<file path="src/rtl/gpio_sec_filter.sv">
module gpio_sec_filter #(
  parameter int NGROUPS = 4,
  parameter int LINES   = 32,
  parameter int AW      = 13
) (
  input  logic                       clk,
  input  logic                       rst_n,
  input  logic [AW-1:0]              addr,
  input  logic [LINES-1:0]           wdata,
  input  logic                       wr,
  input  logic                       rd,
  input  logic                       host_sec,
  output logic [LINES-1:0]           rdata,
  output logic [NGROUPS*LINES-1:0]   pio_out
);

  localparam int GSEL_W = AW - 7;
  localparam int GI_W   = (NGROUPS > 1) ? $clog2(NGROUPS) : 1;
  localparam logic [GSEL_W-1:0] NG_L = GSEL_W'(NGROUPS);
  localparam logic [5:0] OFF_DATA = 6'h00;
  localparam logic [5:0] OFF_SET  = 6'h04;
  localparam logic [5:0] OFF_CLR  = 6'h08;
  localparam logic [5:0] OFF_MKNS = 6'h30;
  localparam logic [5:0] OFF_MKS  = 6'h34;
  localparam logic [5:0] OFF_STAT = 6'h38;

  logic [LINES-1:0] ns_q  [NGROUPS];
  logic [LINES-1:0] out_q [NGROUPS];
  logic [NGROUPS*LINES-1:0] ns_flat;

  logic              win_sec, grp_ok, live;
  logic [GSEL_W-1:0] gsel;
  logic [GI_W-1:0]   gi;
  logic [5:0]        off;
  logic [LINES-1:0]  cur_ns, cur_out, mask, wmask, rd_val;

  assign win_sec = addr[AW-1];
  assign gsel    = addr[AW-2:6];
  assign off     = addr[5:0];
  assign grp_ok  = gsel < NG_L;
  assign gi      = gsel[GI_W-1:0];
  assign live    = grp_ok && (!win_sec || host_sec);
  assign cur_ns  = ns_q[gi];
  assign cur_out = out_q[gi];
  assign mask    = win_sec ? ~cur_ns : cur_ns;
  assign wmask   = mask & wdata;

  always_comb begin
    rd_val = '0;
    if (rd && live) begin
      if (off == OFF_DATA) rd_val = cur_out & mask;
      else if (off == OFF_STAT && win_sec) rd_val = cur_ns;
    end
  end

  always_ff @(posedge clk or negedge rst_n) begin
    if (!rst_n) begin
      for (int g = 0; g < NGROUPS; g++) begin
        ns_q[g]  <= '0;
        out_q[g] <= '0;
      end
      rdata <= '0;
    end else begin
      rdata <= rd_val;
      if (wr && live) begin
        case (off)
          OFF_DATA: out_q[gi] <= (cur_out & ~mask) | wmask;
          OFF_SET:  out_q[gi] <= cur_out | wmask;
          OFF_CLR:  out_q[gi] <= cur_out & ~wmask;
          OFF_MKNS: if (win_sec) ns_q[gi] <= cur_ns | wdata;
          OFF_MKS:  if (win_sec) ns_q[gi] <= cur_ns & ~wdata;
          default: ;
        endcase
      end
    end
  end

  for (genvar g = 0; g < NGROUPS; g++) begin : g_flat
    assign pio_out[g*LINES +: LINES] = out_q[g];
    assign ns_flat[g*LINES +: LINES] = ns_q[g];
  end

  AST_NS_WIN_KEEPS_ATTR: assert property (@(posedge clk) disable iff (!rst_n)
    (wr && !win_sec) |=> $stable(ns_flat));
  AST_NS_WIN_KEEPS_SECURE_LINES: assert property (@(posedge clk) disable iff (!rst_n)
    (wr && !win_sec) |=> ((pio_out ^ $past(pio_out)) & ~$past(ns_flat)) == '0);
  AST_SEC_WIN_KEEPS_NS_LINES: assert property (@(posedge clk) disable iff (!rst_n)
    (wr && win_sec) |=> ((pio_out ^ $past(pio_out)) & $past(ns_flat)) == '0);
  AST_DENIED_WRITE_IGNORED: assert property (@(posedge clk) disable iff (!rst_n)
    (wr && win_sec && !host_sec) |=> ($stable(pio_out) && $stable(ns_flat)));
  AST_DENIED_READ_ZERO: assert property (@(posedge clk) disable iff (!rst_n)
    (rd && win_sec && !host_sec) |=> rdata == '0);
  AST_IDLE_RDATA_ZERO: assert property (@(posedge clk) disable iff (!rst_n)
    !rd |=> rdata == '0);
  AST_BAD_GROUP_IGNORED: assert property (@(posedge clk) disable iff (!rst_n)
    (wr && !grp_ok) |=> ($stable(pio_out) && $stable(ns_flat)));

endmodule

</file>
<file path="config.mk">
export PLATFORM = sky130hd
export DESIGN_NAME = gpio_sec_filter
export DESIGN_NICKNAME = d
export VERILOG_FILES = /design/src/rtl/gpio_sec_filter.sv
export SDC_FILE = /design/constraint.sdc
export NUM_CORES = 1
export LEC_CHECK = 0
export BUFFER_PORTS_ARGS = -buffer_cell sky130_fd_sc_hd__buf_2
export CORE_ASPECT_RATIO = 0.5
export CORE_MARGIN = 10
export CORE_UTILIZATION = 40
export DETAILED_ROUTE_END_ITERATION = 8
export PLACE_DENSITY = 0.6
export REMOVE_ABC_BUFFERS = 1
export SLEW_MARGIN = 25
export SYNTH_ARGS = -nofsm -noshare
export SYNTH_HDL_FRONTEND = slang
export SYNTH_SLANG_ARGS = --single-unit
</file>
<file path="constraint.sdc">
create_clock -name clk -period 1.85 [get_ports clk]
set_input_delay 0.185 -clock clk [delete_from_list [all_inputs] [get_ports clk]]
set_output_delay 0.185 -clock clk [all_outputs]
set_load 0.05 [all_outputs]
</file>
Word level (Yosys, flattened, before mapping)
Cells that the tools add are included.
{ "op_classes": {"order_cmp": 3, "n_eq_ne": 7, "mux": 21, "n_bitwise": 13, "reduce_logical": 12} }
{ "op_table": {"columns": ["cell", "count"], "rows": [
  ["128-bit bitwise mux", 5],
  ["128-bit one-hot mux with 3 select lines", 1],
  ["32-bit 2-to-1 mux", 9],
  ["128-bit 2-to-1 mux", 2],
  ["128-bit one-hot mux with 2 select lines", 1],
  ["32-bit AND", 5],
  ["32-bit binary-select mux with 2-bit select", 2],
  ["32-bit NOT", 4],
  ["32-bit OR", 3],
  ["32-bit demux with 2-bit select", 1],
  ["6-bit == test, second input constant", 3],
  ["6-bit by 3-bit == test with 1-bit output, second input constant", 1],
  ["6-bit by 4-bit == test with 1-bit output, second input constant", 1],
  ["6-bit logical NOT", 1],
  ["6-bit by 3-bit < comparator with 1-bit output, second input constant", 1],
  ["1-bit logical AND", 5],
  ["2-bit != test, second input constant", 2],
  ["4-bit AND reduction", 1],
  ["3-bit >= comparator, second input constant", 1],
  ["3-bit by 1-bit < comparator with 1-bit output, second input constant", 1],
  ["2-bit NOT with 3-bit output", 1],
  ["3-bit nonzero test", 1],
  ["2-bit AND reduction", 1],
  ["2-bit nonzero test", 1],
  ["2 further kinds", 2]
]} }
{ "word_totals": {"ff_bits": 288, "input_bits": 50, "output_inout_bits": 160} }

Depth between registers and ports, before layout
Gate-level depths: netlist of the first run.
{ "logic_depth": {"ltp_word": 11, "ltp_mapped": 8, "depth_no_buf": 4} }

Least setup slack after synthesis of the first run
OpenSTA, ideal clock, no wires.
{ "synth_path": {"path_type": "input port to flip-flop", "startpoint": "input addr[11]", "endpoint": "register out_q, in the netlist pio_out[67]", "arrival_time_ns": 1.847, "t_required_ns": 1.722, "setup_slack_ns": -0.125, "path_stages": 6, "n_path_buf": 2, "cell_sequence": "or4_4 -> or4_4 -> buf_6 -> buf_6 -> a311oi_1 -> a21oi_1"} }
{ "synth_via": {"elab_chain_cells": 4} }
{ "synth_rtl": {"columns": ["item", "line", "text"], "rows": [
  ["from (decl)", "8", "input logic [AW-1:0] addr,"],
  ["6-bit by 3-bit < comparator with 1-bit output", "40", "assign grp_ok = gsel < NG_L;"],
  ["1-bit logical AND", "42", "assign live = grp_ok && (!win_sec || host_sec);"],
  ["1-bit logical AND", "65", "if (wr && live) begin"],
  ["2-bit AND reduction (no source line)", null, null],
  ["to (signal, indexed assignment)", "67", "OFF_DATA: out_q[gi] <= (cur_out & ~mask) | wmask;"],
  ["to (signal, indexed assignment)", "68", "OFF_SET: out_q[gi] <= cur_out | wmask;"],
  ["to (signal, indexed assignment)", "69", "OFF_CLR: out_q[gi] <= cur_out & ~wmask;"],
  ["to (decl)", "28", "logic [LINES-1:0] out_q [NGROUPS];"]
]} }
Every way passes these cells.
A chain may end at the register's enable or synchronous reset.

Worst setup path after layout of the first run
{ "layout_path": {"startpoint": "register ns_q, in the netlist ns_flat[116]", "endpoint": "register out_q, in the netlist pio_out[116]"} }
{ "layout_via": {"elab_chain_cells": 10} }
{ "layout_rtl": {"columns": ["item", "line", "text"], "rows": [
  ["from (decl)", "27", "logic [LINES-1:0] ns_q [NGROUPS];"],
  ["from (signal, indexed assignment)", "70", "OFF_MKNS: if (win_sec) ns_q[gi] <= cur_ns | wdata;"],
  ["from (signal, indexed assignment)", "71", "OFF_MKS: if (win_sec) ns_q[gi] <= cur_ns & ~wdata;"],
  ["32-bit binary-select mux with 2-bit select *", "43", "assign cur_ns = ns_q[gi];"],
  ["32-bit 2-to-1 mux (not written as such) * (2 in series)", "43", null],
  ["32-bit NOT", "45", "assign mask = win_sec ? ~cur_ns : cur_ns;"],
  ["32-bit 2-to-1 mux *", "45", null],
  ["32-bit AND / 32-bit NOT (equally long branches)", "46, 67", null],
  ["32-bit NOT / 32-bit AND (equally long branches)", "69, 67", null],
  ["32-bit AND / 32-bit OR (equally long branches)", "69, 67", null],
  ["128-bit bitwise mux, on equally long branches", "69, 67", null],
  ["128-bit one-hot mux with 3 select lines *", "66", "case (off)"]
]} }
Every way passes the cells marked *; elsewhere a longest branch is shown, timed or not. The select of a mux whose other input is x is not followed.

==> results of run 1 <==
[final cells by class]
type / count / area [µm²] / share of cell area, %
Sequential cell: 288 / 7207 / 40.10
Multi-Input combinational cell: 869 / 6447 / 35.88
Timing Repair Buffer: 369 / 2753 / 15.32
Clock buffer: 35 / 767.0 / 4.268
Tap cell: 475 / 594.3 / 3.307
Clock inverter: 14 / 191.4 / 1.065
Inverter: 3 / 11.26 / 0.06266
[through the flow]
step | util, % | TNS (ps) | instances | worst slack, ps
floorplan | - | -356290 | 1160 | -1597
global placement | 48.11 | -49230 | 1973 | -264.7
detailed placement | 48.11 | -52380 | 1973 | -319.8
CTS | 51.77 | 0 | 2053 | 131.0
global route | 51.77 | 0 | 2053 | 15.75
finish | 51.77 | 0 | 2053 | 87.13
[registers in the layout (all words and copies together), names as in the netlist]
register	cells
ns_flat	128
pio_out	128
rdata	32
[power groups by stage]
stage	clock (mW)	combinational (mW)	sequential (mW)
2_1_floorplan	0	0.355	6.68
3_3_place_gp	0	1.16	6.51
3_5_place_dp	0	1.19	6.52
4_1_cts	6.15	1.24	6.40
5_1_grt	6.43	1.33	6.40
6_report	6.08	1.24	6.40
[metal layers]
layer  routed length (µm)  track usage (%)
met1                19880            28.76
met2                25040            38.11
met3                 4055            4.292
met4                 1578            7.884
met5                    0                0
[worst max-delay path by stage]
stage,cells past startpoint,slack [ps],startpoint,end
detailed placement,6,-320,addr[11],pio_out[95]
CTS,5,130,ns_flat[107],pio_out[11]
global placement,7,-260,addr[11],ns_flat[63]
floorplan,4,-1600,addr[1],pio_out[32]
global route,4,20,ns_flat[110],pio_out[110]
finish,4,90,ns_flat[116],pio_out[116]
[layout by cell type, fill, tap and decap left out, types with 6 or more instances in the layout]
cell | synthesis | routed
a21bo_2 | 32 | 32
a21oi_1 | 159 | 159
a311oi_1 | 30 | 30
a31oi_1 | 97 | 97
a32oi_1 | 32 | 32
buf_12 | 0 | 33
buf_2 | 14 | 206
buf_4 | 7 | 98
clkbuf_16 | 0 | 28
clkinv_2 | 0 | 6
dfrtp_1 | 288 | 288
dlygate4sd3_1 | 0 | 31
mux2i_1 | 32 | 32
mux4_2 | 64 | 64
nand3_1 | 38 | 36
nor2_1 | 35 | 33
o21ai_0 | 214 | 214
o21ai_1 | 43 | 42
or3_1 | 32 | 32
xor2_1 | 32 | 32
[kinds of logic (layout without fill, tap and decap cells)]
logic type / after synthesis / in the layout / synth area share, %
AOI/OAI and AO/OA: 610 / 610 / 25.33
DFF: 288 / 288 / 50.91
and+or+nand+nor: 130 / 130 / 5.224
buffers and inverters: 130 / 421 / 4.040
muxes: 96 / 96 / 12.45
xor gates and xnor gates: 33 / 33 / 2.042
[worst max-delay path, cell delays in order, from the launching register on]
cell     delay [ps]
dfrtp_1         370
mux4_2          540
xor2_1          330
nand3_1         200
a31oi_1         230
[timing repair]
item	4_1_cts	5_1_grt
hold endpoints to repair	373	0
hold buffers	31	0
setup buffers	0	0
==> metrics.md, run 1 <==
| Metric | Value |
|---|---|
| Worst setup SP type | register |
| Fmax | 567.3 MHz |
| Antenna Nets Post-Route | 0 |
| Synth cell types | 39 |
| R2R Setup Slk | 90 ps |
| Hold endpoint | pio_out[43] |
| MaxCap Viol Count | 0 |
| Crit path max fanout | 4 |
| Hold Startpoint | wdata[11] |
| Synth Flop Type | dfrtp_1 |
| Final Critical Period | 1763 ps |
| Initial antenna violation count | 2 |
| Worst Setup End Kind | register |
| Leakage power | 8.234 nW |
| Seq pwr share | 46.6% |
| Least-Margin Pin Slew | 722.7 ps |
| Switch share | 25.29% |
| Clock Tree Buf Depth | 3 |
| Worst setup path category | reg -> reg |
| Mapped Cells | 1287 |
| Initial DRC count | 1449 |
| Final setup fails | 0 |
| DR DRC count | 0 |
| Worst vdd ir | 681.0 µV |
| DRT Wirelength | 50550 µm |
| Final total power | 13.73 mW |
| CTS tree | built |
| Dominant cell type by area after synthesis | dfrtp_1 |
| Sw Pwr | 3.471 mW |
| Final period utilization | 95.29% |
| Number of flops mapped to enable cells by yosys | 0 |
| Cts bufs inserted | 28 |
| Worst hold path depth | 3 |
| Rel. slew slack | 51.64% |
| Die area | 0.04377 mm² |
| Root buf cell | clkbuf_16 |
| Origin of the critical flop-to-flop path | ns_flat[116] |
| Hold Path Class | in -> reg |
| Routed vias/inst | 6.322 |
| Hpwl dp | 34670 µm |
| Post-cts resize count | 0 |
| Hold Violations, Final | 0 |
| Layout cells sized above 1 | 31.50% |
| Area after DPL | 0.01670 mm² |
| Overflow after GRT | 0 |
| Worst skew pair latency | 570 ps |
| Diodes inserted | 0 |
| Seq/Total Area, Yosys | 50.91% |
| Worst R2R End | pio_out[116] |
| Die height | 153.0 µm |
| RSZ-0062 raised after global routing | false |
| Port Buffers | 209 |
| Internal cell power | 10.26 mW |
| Starting Density | 40.78% |
| Core region area | 0.03471 mm² |
| Sink Count | 288 |
| Largest net degree at the start of global routing | 93 |
| Average routed wire per standard cell | 24.62 µm |
| Asr flop ratio synth | 100.0% |
| Final #Nets | 1609 |
| Fill count | 3055 |
| Synth warn | 0 |
| Max Slew Vio Count | 0 |
| CP required | 2330 ps |
| Power density cells | 763.9 mW/mm² |
| Final instance area | 0.01797 mm² |
| FF-to-FF path depth | 4 |
| Vias in the first global route | 13740 |
| Die X | 286.0 µm |
| H-tree depth | 1 |
| Mapped cell area | 0.01415 mm² |
| First drt pass iteration count | 6 |
| Final Hold Slack | 16.29 ps |
| Gr usage total | 22.62% |
| Syn_area_per_cell | 11.00 µm² |
| List of most frequent post-synthesis cells | 288 x dfrtp_1, 214 x o21ai_0, 159 x a21oi_1 |
| Share of the synthesized area in the top cell type | 50.91% |
| Final estimated routing congestion in global placement | 0.8775 |
| Vias | 12980 |
| Yosys reg bits | 288 |
| Clock Power Share | 44.3% |
| Clock slew seen by the registers of the worst setup and hold paths | 70 ps |
| Count leader, synth | dfrtp_1 |
| Gate power share | 9.1% |
| I/O Pins | 210 |
| Synth area leaders | dfrtp_1 51%, mux4_2 10%, o21ai_0 7.6%, a21oi_1 5.6%, a31oi_1 4.3% |
| First-pass GRT wire length | 80350 µm |
| Arr. time, crit path | 2240 ps |
| Final Skew | 8.498 ps |
| Status | finished, final reports clean |
| Layout area overhead | 26.96% |
| Cell Rows | 48 |
Note: power is estimated with default switching activity, not from simulation.
==> run 2, diff against run 1 <==
CELL_PAD_IN_SITES_DETAIL_PLACEMENT = 1   (was unset)
CELL_PAD_IN_SITES_GLOBAL_PLACEMENT = 1   (was unset)
PLACE_DENSITY = 0.73   (was 0.6)
==> run 2 against run 1 <==
Sequential cell count stayed put; fmax is 2.1% lower; hold slack worse by 3.3 ps; combinational power is 6% higher; highest routed layer unchanged; utilization is 0.34 points higher; register-to-register slack worse by 40 ps; die area stayed put; first-iteration DRC count is 10% lower; via count is 3.6% higher; critical path depth stayed put; global-route usage is 3.5 points higher; critical endpoint is now pio_out[89].
==> metrics.md, run 2 (synthesis results as in run 1) <==
| Metric | Value |
|---|---|
| Status | finished, final reports clean |
| First drt pass iteration count | 6 |
| Cell Rows | 48 |
| CP required | 2280 ps |
| Hpwl dp | 39620 µm |
| MaxCap Viol Count | 0 |
| Cts bufs inserted | 29 |
| Most frequent cells in the layout | 288 x dfrtp_1, 214 x o21ai_0, 206 x buf_2, 159 x a21oi_1, 107 x buf_4 |
| Final estimated routing congestion in global placement | 0.8483 |
| Root buf cell | clkbuf_16 |
| Layout cells sized above 1 | 32.56% |
| Average routed wire per standard cell | 28.72 µm |
| Fill count | 3760 |
| CP delay by family, top | compound AO/OA/AOI/OAI gates |
| Starting Density | 40.78% |
| I/O Pins | 210 |
| H-tree depth | 1 |
| Final total power | 13.84 mW |
| Hold Violations, Final | 0 |
| Final setup fails | 0 |
| FF-to-FF path depth | 4 |
| Arr. time, crit path | 2230 ps |
| Largest net degree at the start of global routing | 57 |
| Max Slew Vio Count | 0 |
| Port Buffers | 209 |
| Origin of the critical flop-to-flop path | ns_flat[89] |
| Total negative slack | 0 ps |
| RSZ-0062 raised after global routing | false |
| CP Cell Sequence | mux4_2 -> xor2_1 -> a311oi_1 -> a21oi_1 |
| Hold endpoint | pio_out[39] |
| Worst R2R End | pio_out[89] |
| Die area | 0.04377 mm² |
| DRT Wirelength | 59290 µm |
| Final Hold Slack | 12.99 ps |
| Leakage power | 8.297 nW |
| Die X | 286.0 µm |
| Multi-input gate area | 0.006470 mm² |
| Final #Nets | 1617 |
| Area after DPL | 0.01685 mm² |
| Vias | 13440 |
| Core region area | 0.03471 mm² |
| Hold Path Class | in -> reg |
| Sink Count | 288 |
| Worst vdd ir | 542.1 µV |
| Rel. slew slack | 52.30% |
| Routed vias/inst | 6.513 |
| Register area | 0.007207 mm² |
| Layout area overhead | 27.78% |
| Final period utilization | 97.36% |
| Antenna Nets Post-Route | 0 |
| CP bufs+invs | 0 |
| CTS tree | built |
| Worst hold path depth | 3 |
| Fmax | 555.2 MHz |
| First-pass GRT wire length | 90870 µm |
| Die height | 153.0 µm |
| Power density cells | 765.2 mW/mm² |
| DR DRC count | 0 |
| R2R Setup Slk | 50 ps |
| Max stage delay on crit path | 500 ps |
| Least-Margin Pin Slew | 712.8 ps |
| Clock Tree Buf Depth | 3 |
| Setup WS post-layout | 48.78 ps |
| Clock slew seen by the registers of the worst setup and hold paths | 70 ps |
| Initial antenna violation count | 1 |
| Final Skew | 13.40 ps |
| Core Util, Final | 52.11% |
| Worst setup path category | reg -> reg |
| Most common cell after layout, fill and taps aside | dfrtp_1 |
| Non-filler cells, final | 2064 |
| Gr usage total | 26.10% |
| Worst setup SP type | register |
| Place WS | -386.7 ps |
| Hold Startpoint | wdata[7] |
| Worst Setup End Kind | register |
| Placed cell count | 1986 |
| Slowest-stage cell, CP | mux4_2 |
| Worst skew pair latency | 580 ps |
| Crit path max fanout | 4 |
| Initial DRC count | 1297 |
| Overflow after GRT | 0 |
| Vias in the first global route | 14880 |
| Final instance area | 0.01809 mm² |
| Final Critical Period | 1801 ps |
run 2: cell count changes in the layout (fill, tap and decap cells not counted), sizes merged, moves of 2 or more:
| cell | before | now |
|---|---|---|
| buf | 338 | 351 |
| dlygate4sd3 | 31 | 25 |
| bufinv | 4 | 2 |
| clkbuf | 35 | 37 |
| clkinvlp | 1 | 3 |
| inv | 3 | 5 |
run 2: worst register-to-register path, cell delays in order (launching register included):
cell and delay, ps:
dfrtp_1 400, mux4_2 500, xor2_1 210, a311oi_1 420, a21oi_1 140
run 2: timing repair:
item / CTS / global route
setup buffers: 0 / 0
hold buffers: 25 / 0
gates resized for setup: 0 / 3
endpoints found under the setup margin: 0 / 5
endpoints found under the hold margin: 323 / 0
run 2: power breakdown:
| group | total [mW] | switching [mW] | leakage (nW) | internal [mW] |
|---|---|---|---|---|
| Combinational | 1.32 | 0.892 | 3.81 | 0.429 |
| Clock | 6.12 | 2.71 | 0.474 | 3.40 |
| Sequential | 6.40 | 0.0507 | 4.02 | 6.35 |
run 2: layout make-up:
type                       instances  share of cell area (%)
antenna                            1                 0.01384
clock buffer                      37                   4.510
clock inverter                    15                  0.8094
inverter                           3                 0.06226
multi-input combinational        869                   35.77
sequential                       288                   39.85
tap                              475                   3.286
timing repair buffer             376                   15.70
run 2: how the worst max path moves through the flow:
stage	from	slack, ps	to	cells past startpoint
3_3_place_gp	addr[1]	-320	ns_flat[45]	8
4_1_cts	ns_flat[89]	70	pio_out[89]	4
3_5_place_dp	addr[1]	-390	ns_flat[45]	8
6_report	ns_flat[89]	50	pio_out[89]	4
5_1_grt	ns_flat[116]	8	pio_out[52]	4
2_1_floorplan	addr[1]	-1600	pio_out[32]	4
run 2: per-layer routing:
layer | global-route usage, % | wire [µm]
met3 | 4.825 | 4853
met4 | 9.456 | 1861
met2 | 44.35 | 29630
met1 | 32.80 | 22950
met5 | 0 | 0
